===== src/rtl/tmr_pkg.sv =====
package tmr_pkg;
  localparam int unsigned OFF_CMP   = 'h00;
  localparam int unsigned OFF_CNT   = 'h04;
  localparam int unsigned OFF_STAT  = 'h10;
  localparam int unsigned OFF_START = 'h14;
  localparam int unsigned OFF_STOP  = 'h18;
  localparam int unsigned OFF_CTL   = 'h20;

  localparam int unsigned MODE_BIT  = 1;

  typedef enum logic {
    MODE_INTERVAL = 1'b0,
    MODE_FREERUN  = 1'b1
  } tmr_mode_e;
endpackage


===== src/rtl/tmr_regs.sv =====
module tmr_regs
  import tmr_pkg::*;
#(
  parameter int CNT_W  = 32,
  parameter int DATA_W = 32,
  parameter int ADDR_W = 6
) (
  input  logic              clk,
  input  logic              rst_n,
  input  logic              wr_en,
  input  logic [ADDR_W-1:0] addr,
  input  logic [DATA_W-1:0] wdata,
  input  logic              running,
  output logic [CNT_W-1:0]  cmp,
  output tmr_mode_e         mode,
  output logic              start_req,
  output logic              stop_req
);
  logic hit_cmp, hit_ctl;

  assign hit_cmp   = wr_en && (addr == ADDR_W'(OFF_CMP));
  assign hit_ctl   = wr_en && (addr == ADDR_W'(OFF_CTL));
  assign start_req = wr_en && (addr == ADDR_W'(OFF_START)) && wdata[0];
  assign stop_req  = wr_en && (addr == ADDR_W'(OFF_STOP)) && wdata[0];

  // configuration is frozen while the channel runs
  always_ff @(posedge clk) begin
    if (!rst_n) begin
      cmp  <= '0;
      mode <= MODE_INTERVAL;
    end else if (!running) begin
      if (hit_cmp) cmp  <= wdata[CNT_W-1:0];
      if (hit_ctl) mode <= tmr_mode_e'(wdata[MODE_BIT]);
    end
  end
endmodule


===== src/rtl/tmr_core.sv =====
module tmr_core
  import tmr_pkg::*;
#(
  parameter int CNT_W = 32
) (
  input  logic             clk,
  input  logic             rst_n,
  input  logic             start_req,
  input  logic             stop_req,
  input  tmr_mode_e        mode,
  input  logic [CNT_W-1:0] cmp,
  output logic             running,
  output logic [CNT_W-1:0] cnt,
  output logic             irq
);
  logic cnt_zero, cnt_match;

  assign cnt_zero  = (cnt == '0);
  assign cnt_match = (cnt == cmp);

  always_ff @(posedge clk) begin
    if (!rst_n) begin
      running <= 1'b0;
      cnt     <= '0;
      irq     <= 1'b0;
    end else if (start_req && !running) begin
      running <= 1'b1;
      cnt     <= (mode == MODE_FREERUN) ? '0 : cmp;
      irq     <= 1'b0;
    end else if (stop_req) begin
      running <= 1'b0;
      irq     <= 1'b0;
    end else if (running) begin
      if (mode == MODE_FREERUN) begin
        cnt <= cnt + 1'b1;
        irq <= cnt_match;
      end else if (cnt_zero) begin
        cnt <= cmp;
        irq <= 1'b1;
      end else begin
        cnt <= cnt - 1'b1;
        irq <= 1'b0;
      end
    end else begin
      irq <= 1'b0;
    end
  end
endmodule


===== src/rtl/tmr_rdmux.sv =====
module tmr_rdmux
  import tmr_pkg::*;
#(
  parameter int CNT_W  = 32,
  parameter int DATA_W = 32,
  parameter int ADDR_W = 6
) (
  input  logic              clk,
  input  logic              rst_n,
  input  logic              rd_en,
  input  logic [ADDR_W-1:0] addr,
  input  logic [CNT_W-1:0]  cmp,
  input  logic [CNT_W-1:0]  cnt,
  input  logic              running,
  input  tmr_mode_e         mode,
  output logic [DATA_W-1:0] rdata
);
  logic [DATA_W-1:0] rd_d;

  always_comb begin
    rd_d = '0;
    if (addr == ADDR_W'(OFF_CMP))       rd_d = DATA_W'(cmp);
    else if (addr == ADDR_W'(OFF_CNT))  rd_d = DATA_W'(cnt);
    else if (addr == ADDR_W'(OFF_STAT)) rd_d[0] = running;
    else if (addr == ADDR_W'(OFF_CTL))  rd_d[MODE_BIT] = (mode == MODE_FREERUN);
  end

  always_ff @(posedge clk) begin
    if (!rst_n)     rdata <= '0;
    else if (rd_en) rdata <= rd_d;
  end
endmodule


===== src/rtl/tmr_channel.sv =====
module tmr_channel
  import tmr_pkg::*;
#(
  parameter int CNT_W  = 32,
  parameter int DATA_W = 32,
  parameter int ADDR_W = 6
) (
  input  logic              clk,
  input  logic              rst_n,
  input  logic              wr_en,
  input  logic              rd_en,
  input  logic [ADDR_W-1:0] addr,
  input  logic [DATA_W-1:0] wdata,
  output logic [DATA_W-1:0] rdata,
  output logic              irq
);
  logic [CNT_W-1:0] cmp_w, cnt_w;
  logic             run_w, start_w, stop_w;
  tmr_mode_e        mode_w;

  tmr_regs #(.CNT_W(CNT_W), .DATA_W(DATA_W), .ADDR_W(ADDR_W)) u_regs (
    .clk(clk), .rst_n(rst_n), .wr_en(wr_en), .addr(addr), .wdata(wdata),
    .running(run_w), .cmp(cmp_w), .mode(mode_w),
    .start_req(start_w), .stop_req(stop_w)
  );

  tmr_core #(.CNT_W(CNT_W)) u_core (
    .clk(clk), .rst_n(rst_n), .start_req(start_w), .stop_req(stop_w),
    .mode(mode_w), .cmp(cmp_w), .running(run_w), .cnt(cnt_w), .irq(irq)
  );

  tmr_rdmux #(.CNT_W(CNT_W), .DATA_W(DATA_W), .ADDR_W(ADDR_W)) u_rdmux (
    .clk(clk), .rst_n(rst_n), .rd_en(rd_en), .addr(addr), .cmp(cmp_w),
    .cnt(cnt_w), .running(run_w), .mode(mode_w), .rdata(rdata)
  );
endmodule


===== config.mk =====
export PLATFORM = sky130hd
export DESIGN_NAME = tmr_channel
export DESIGN_NICKNAME = d
export VERILOG_FILES = /design/src/rtl/tmr_pkg.sv /design/src/rtl/tmr_regs.sv /design/src/rtl/tmr_core.sv /design/src/rtl/tmr_rdmux.sv /design/src/rtl/tmr_channel.sv
export SDC_FILE = /design/constraint.sdc
export NUM_CORES = 1
export LEC_CHECK = 0
export BUFFER_PORTS_ARGS = -buffer_cell sky130_fd_sc_hd__buf_2
export CAP_MARGIN = 0
export CORE_AREA = 5 5 151 153
export DETAILED_ROUTE_END_ITERATION = 8
export DIE_AREA = 0 0 156 158
export PLACE_DENSITY = 0.58
export SLEW_MARGIN = 20
export SYNTH_ARGS = -nofsm -noshare
export SYNTH_HDL_FRONTEND = slang
export SYNTH_SLANG_ARGS = --single-unit

===== constraint.sdc =====
create_clock -name clk -period 3.1 [get_ports clk]
set_clock_uncertainty 0.1 [all_clocks]
set_input_delay 0.465 -clock clk [delete_from_list [all_inputs] [get_ports clk]]
set_output_delay 0.465 -clock clk [all_outputs]
set_load 0.01 [all_outputs]

==> results.toml, run 1 <==
[worst_setup_path]
cp-start-kind = "flip-flop"
required_ps = 3310
worstSetupEndpointType = "flip-flop"
path_max_fanout = 18
critPathKind = "reg -> reg"
arrival_ps = 3090

[global_route]
track_usage = 0.1956
antenna_found_initial = 0
globalRoute.totalOverflow = 0
grt_max_degree = 44
grt_pass1_wl_um = 37810
grt_pass1_vias = 6597

[clocking]
clkLatencyLatePin_ps = 370
cts_root_buffer = "clkbuf_16"
cts_setup_buffers = 0
cts_tree = "built"
htreeDepth = 3
clkTransAtPathRegs_ps = 70
cts_resized = 0
cts_buffers = 9
cts-hold-fix-buffers = 0
clock_path_buffers = 2
cts_sinks = 99

[timing]
min_period_ps = 2876
worst_slew_pin_slew_ps = 907.4
timing.setup.tns_ps = 0
finalHoldViolations = 0
max_freq_mhz = 347.7
report.final.slew_viol_count = 0
worst_slew_margin_rel = 0.3942
period_share = 0.9277
finalSetupViolations = 0
rsz0062_at_grt = "no"

[logic_synthesis]
synth_area_um2 = 6472
synth_edf_count = 0
ys_seq_area_frac = 0.3062
yosys_warnings = 0
synth_area_leaders = "dfxtp_1 31%, xnor2_1 6.2%, nand2_1 5.6%"
synthCells = 862
synth.largest_area_cell = "dfxtp_1"
ys.flop_type = "dfxtp_1"
postSynthAreaPerCell_um2 = 7.509
synth_xor_area_frac = 0.08525
synth_nets = 907
synth_top_family_by_area = "compound AO/OA/AOI/OAI gates"
synth.area.mux_share = 0.01972
synth_cell_types = 68
synth_simple_gate_area_share = 0.2472
synth_compound_area_frac = 0.2724
synthArstFlopShare = 0
ys_ff_latch = 99
synth_top_cell_area_share = 0.3062
synthAdderAreaFrac = 0.005799

[power]
power_density_nw_per_um2 = 388.2
combPwrFrac = 0.132
worst_ir_drop_vdd_mv = 0.2724
pwr-share-seq = 0.441
switching_share = 0.2609
cell_internal_pwr_uw = 2200
power_switching_uw = 776.6
clock_power_share = 0.428
p_leak_uw = 0.002844

[min_path]
min-delay-path-class = "in -> reg"

[floorplanning]
row_count = 54
start_util = 0.3022
coreArea_um2 = 21420
fp.dieW_um = 156
pin_count = 75
die_area_um2 = 24650
die_h_um = 158

[routing]
top_layer = "met4"
drtIter0Drc = 705
drcViolationCount = 0
via_count = 6879
wl_met2_um = 10660
wl_met3_um = 1774
wirelength_um = 24300
wl_met1_um = 11080
wire_per_inst_um = 20.13
postRouteAntennaNets = 0
drt-pass1-iter-count = 5
via_per_inst = 5.699

[flow_run]
drv_cap = 0

[placement]
placed_cell_area_um2 = 7340
dp_hpwl_um = 17360
gp_congestion = 0.9391
port_buffers = 74

[cells_and_area]
diodes = 0
regArea_um2 = 1982
mostFrequentLayoutCells = "99 x dfxtp_1, 97 x nand2_1, 79 x nor2_1"
design_area_um2 = 7669
fin_nets = 967
final_common_cell = "dfxtp_1"
multi_input_comb_area_um2 = 4096
area_delta_synth_final_pct = 18.48
n_fill_cell = 2278
drive_gt1_frac = 0.1899

[status]
outcome = "completed"
per-stage QoR:
step	hold WS, ps	std cells	utilization	total power [µW]	worst slack (ps)
after floorplan	370.4	862	-	1580	375.3
after global placement	372.2	1191	0.3427	1730	297.4
after detailed placement	377.3	1191	0.3427	1730	261.2
after CTS	221.2	1207	0.3580	3000	249.5
after global routing	246.4	1207	0.3580	3086	121.0
final	233.5	1207	0.3580	2977	224.2
critical path: stages, from the launching register on:
cell and delay, ps:
dfxtp_1 310, or4_4 550, or4_4 670, or4_4 590, o21ai_4 210, and2_4 260
a32o_1 130
power groups by stage:
stage,combinational [µW],sequential [µW],clock [µW]
CTS,391,1310,1300
global route,428,1310,1340
global placement,389,1340,0
floorplan,234,1350,0
detailed placement,389,1340,0
finish,392,1310,1270
cell families after synthesis:
group | count (synthesis)
simple gates | 324
compound gates | 257
buf+inv | 104
flops | 99
xor+xnor | 63
mux | 12
fa+ha+maj | 3
routing by layer:
layer / track usage / up-vias
met3: 0.03691 / 48
met2: 0.3003 / 286
met5: 0 / -
li1: - / 3306
met4: 0.07795 / 0
met1: 0.2708 / 3239
path summary, 6_finish.rpt:
| path | from | end | slack (ps) | cells past startpoint |
|---|---|---|---|---|
| max | u_core.cnt[7] | u_core.cnt[6] | 220 | 6 |
| min reg2reg | u_rdmux.rdata[31] | u_rdmux.rdata[31] | 380 | 2 |
| max reg2reg | u_core.cnt[7] | u_core.cnt[6] | 220 | 6 |
| min | wdata[3] | u_regs.cmp[3] | 230 | 3 |
Yosys cell counts, types with 22 or more instances:
master    instances
dfxtp_1          99
nand2_1          97
nor2_1           80
clkbuf_1         78
a21oi_1          67
xnor2_1          46
o21ai_0          36
a22oi_1          35
a211oi_1         32
nor3_1           31
nand4_1          23
nand3_1          22
registers in the layout (all words and copies together), names as in the netlist:
signal          flops
u_core.running      1
u_rdmux.rdata      32
u_regs.cmp         32
u_regs.mode         1
u_core.cnt         32
u_core.irq          1
final cells by class:
type                    count  area share
clock buffers              12     0.03345
well taps                 280     0.04568
repair buffers            139      0.1119
multi-input cells         659      0.5342
clock inverters             4    0.009463
flip-flops and latches     99      0.2584
inverters                  14    0.006853
No activity file was read; power rests on OpenSTA's default activity.
==> inputs of run 2 (changes only) <==
--- a/config.mk
+++ b/config.mk
@@ -7,11 +7,12 @@
 export LEC_CHECK = 0
 export BUFFER_PORTS_ARGS = -buffer_cell sky130_fd_sc_hd__buf_2
 export CAP_MARGIN = 0
-export CORE_AREA = 5 5 151 153
+export CORE_AREA = 5 5 156 158
 export DETAILED_ROUTE_END_ITERATION = 8
-export DIE_AREA = 0 0 156 158
+export DIE_AREA = 0 0 161 163
 export PLACE_DENSITY = 0.58
 export SLEW_MARGIN = 20
 export SYNTH_ARGS = -nofsm -noshare
 export SYNTH_HDL_FRONTEND = slang
+export SYNTH_HIERARCHICAL = 1
 export SYNTH_SLANG_ARGS = --single-unit
==> run 2 against run 1 <==
Critical endpoint is now u_core/cnt[16]. Critical path depth unchanged. Total power grew 3.2%. Clock power grew 4%. Maximum frequency rose by 3.0%. First-iteration DRC count down 8.8%. Routed wire length grew 0.46%. Synthesized cell count increased by 1.0%. Design area increased by 4.3%. Global-route usage is 1.3 points lower.
==> results.toml, run 2 <==
[timing]
report.final.slew_viol_count = 0
period_share = 0.9008
timing.setup.tns_ps = 0
worst_slew_pin_slew_ps = 697.9
finalHoldViolations = 0
finalSetupViolations = 0
rsz0062_at_grt = "no"
max_freq_mhz = 358.1
min_period_ps = 2792
worst_slew_margin_rel = 0.5347

[worst_setup_path]
arrival_ps = 2980
path_max_fanout = 10
cp_cell_sequence = "nor4_1 -> nand3b_1 -> o31ai_4 -> a31oi_1 -> o41a_1 -> o21ai_1"
cp_num_buf_inv = 0
critPathKind = "reg -> reg"
cpPeakStageDelay_ps = 600
path_depth = 6
cpMaxStageDelayCell = "o31ai_4"
crit_family = "compound AO/OA/AOI/OAI gates"
cp-start-kind = "flip-flop"
required_ps = 3290
r2r_cells = 6
worstSetupEndpointType = "flip-flop"

[floorplanning]
row_count = 56
die_area_um2 = 26240
pin_count = 75
coreArea_um2 = 22980
start_util = 0.3010
die_h_um = 163
fp.dieW_um = 161

[logic_synthesis]
yosys_warnings = 6
synth_top_cell_area_share = 0.2865
ys.flop_type = "dfxtp_1"
synth_area_um2 = 6918
postSynthAreaPerCell_um2 = 7.942
synth_commonest_cells = "106 x nand2_1, 99 x dfxtp_1, 67 x mux2i_1, 58 x clkbuf_1, 44 x nand3_1"
yosysMostFrequentCell = "nand2_1"
synthCells = 871
ys_seq_area_frac = 0.2865
synth_area_leaders = "dfxtp_1 29%, mux2i_1 9.7%, nand2_1 5.8%"
ys_ff_latch = 99
synthArstFlopShare = 0
synth.largest_area_cell = "dfxtp_1"
synth_nets = 916
synth_edf_count = 0
synth_cell_types = 77

[clocking]
cts_buffers = 9
htreeDepth = 3
cts_resized = 0
clock_path_buffers = 2
cts_tree = "built"
cts_setup_buffers = 0
clkTransAtPathRegs_ps = 70
cts_sinks = 99
cts-hold-fix-buffers = 0
cts_root_buffer = "clkbuf_16"
clkLatencyLatePin_ps = 360

[cells_and_area]
fin_nets = 968
top_regs = "u_core/cnt x32, u_rdmux/rdata x32, u_regs/cmp x32"
drive_gt1_frac = 0.1899
final_cells = 1217
design_area_um2 = 7999
mostFrequentLayoutCells = "106 x nand2_1, 98 x dfxtp_1, 73 x buf_2"
diodes = 0
area_delta_synth_final_pct = 15.63
final_common_cell = "nand2_1"

[power]
power_density_nw_per_um2 = 384.2
p_leak_uw = 0.003038
worst_ir_drop_vdd_mv = 0.2857

[flow_run]
drv_cap = 0

[routing]
wire_per_inst_um = 20.06
drt-pass1-iter-count = 5
via_per_inst = 5.707
postRouteAntennaNets = 0
drtIter0Drc = 643
wirelength_um = 24410
drcViolationCount = 0
via_count = 6945

[global_route]
antenna_found_initial = 0
grt_pass1_wl_um = 38130
grt_max_degree = 64
grt_pass1_vias = 6704
globalRoute.totalOverflow = 0
track_usage = 0.1829

[placement]
gp_congestion = 0.9616
port_buffers = 74
dp.cells = 1202
placed_cell_area_um2 = 7660
dp_hpwl_um = 17180

[min_path]
min-delay-path-class = "in -> reg"
whs_path_depth = 3

[status]
outcome = "completed"
[run 2: power breakdown]
part           internal, µW  switching (µW)  total (µW)
clock                   788             529        1320
sequential             1280            10.6        1290
combinational           180             290         470
[run 2: tightest hold or removal path, delay by kind of cell]
kind | cells | cell delay [ps]
and+or+nand+nor | 1 | 40
buffers and inverters | 1 | 90
muxes | 1 | 50
[run 2: worst paths after layout]
path	slack, ps	start	endpoint
max	310	u_core/cnt[28]	u_core/cnt[16]
min	250	wdata[16]	u_regs/cmp[16]
max reg2reg	310	u_core/cnt[28]	u_core/cnt[16]
min reg2reg	380	u_rdmux/rdata[8]	u_rdmux/rdata[8]
[run 2: per-layer routing]
layer | vias up | part of all wire | track usage
met5 | - | 0 | 0
met4 | 0 | 0.033 | 0.08802
met3 | 57 | 0.068 | 0.03341
met2 | 293 | 0.47 | 0.2997
met1 | 3278 | 0.43 | 0.2331
li1 | 3317 | - | -
[run 2: final cells by class]
| cell class | count | area, µm² |
|---|---|---|
| timing repair buffer | 133 | 840.8 |
| clock inverter | 6 | 113.9 |
| fill | 2410 | 14980 |
| tap | 290 | 362.8 |
| clock buffer | 9 | 225.2 |
| multi-input combinational | 670 | 4436 |
| sequential | 99 | 1983 |
| inverter | 10 | 37.54 |
[run 2: kinds of logic after synthesis]
| logic type | share of synthesized area |
|---|---|
| simple gates | 0.2614 |
| compound gates | 0.2123 |
| buf+inv | 0.07253 |
| flops | 0.2865 |
| mux | 0.09857 |
| xor+xnor | 0.06330 |
| fa+ha+maj | 0.005427 |
[run 2: per-stage QoR]
stage	hold WS, ps	util	power (µW)	setup slack [ps]
5_1_grt	235.9	0.3481	3187	154.5
2_1_floorplan	345.7	-	1594	669.6
3_3_place_gp	367.7	0.3333	1775	376.0
6_report	245.8	0.3481	3073	307.6
4_1_cts	233.2	0.3481	3098	336.8
3_5_place_dp	365.3	0.3333	1776	358.3
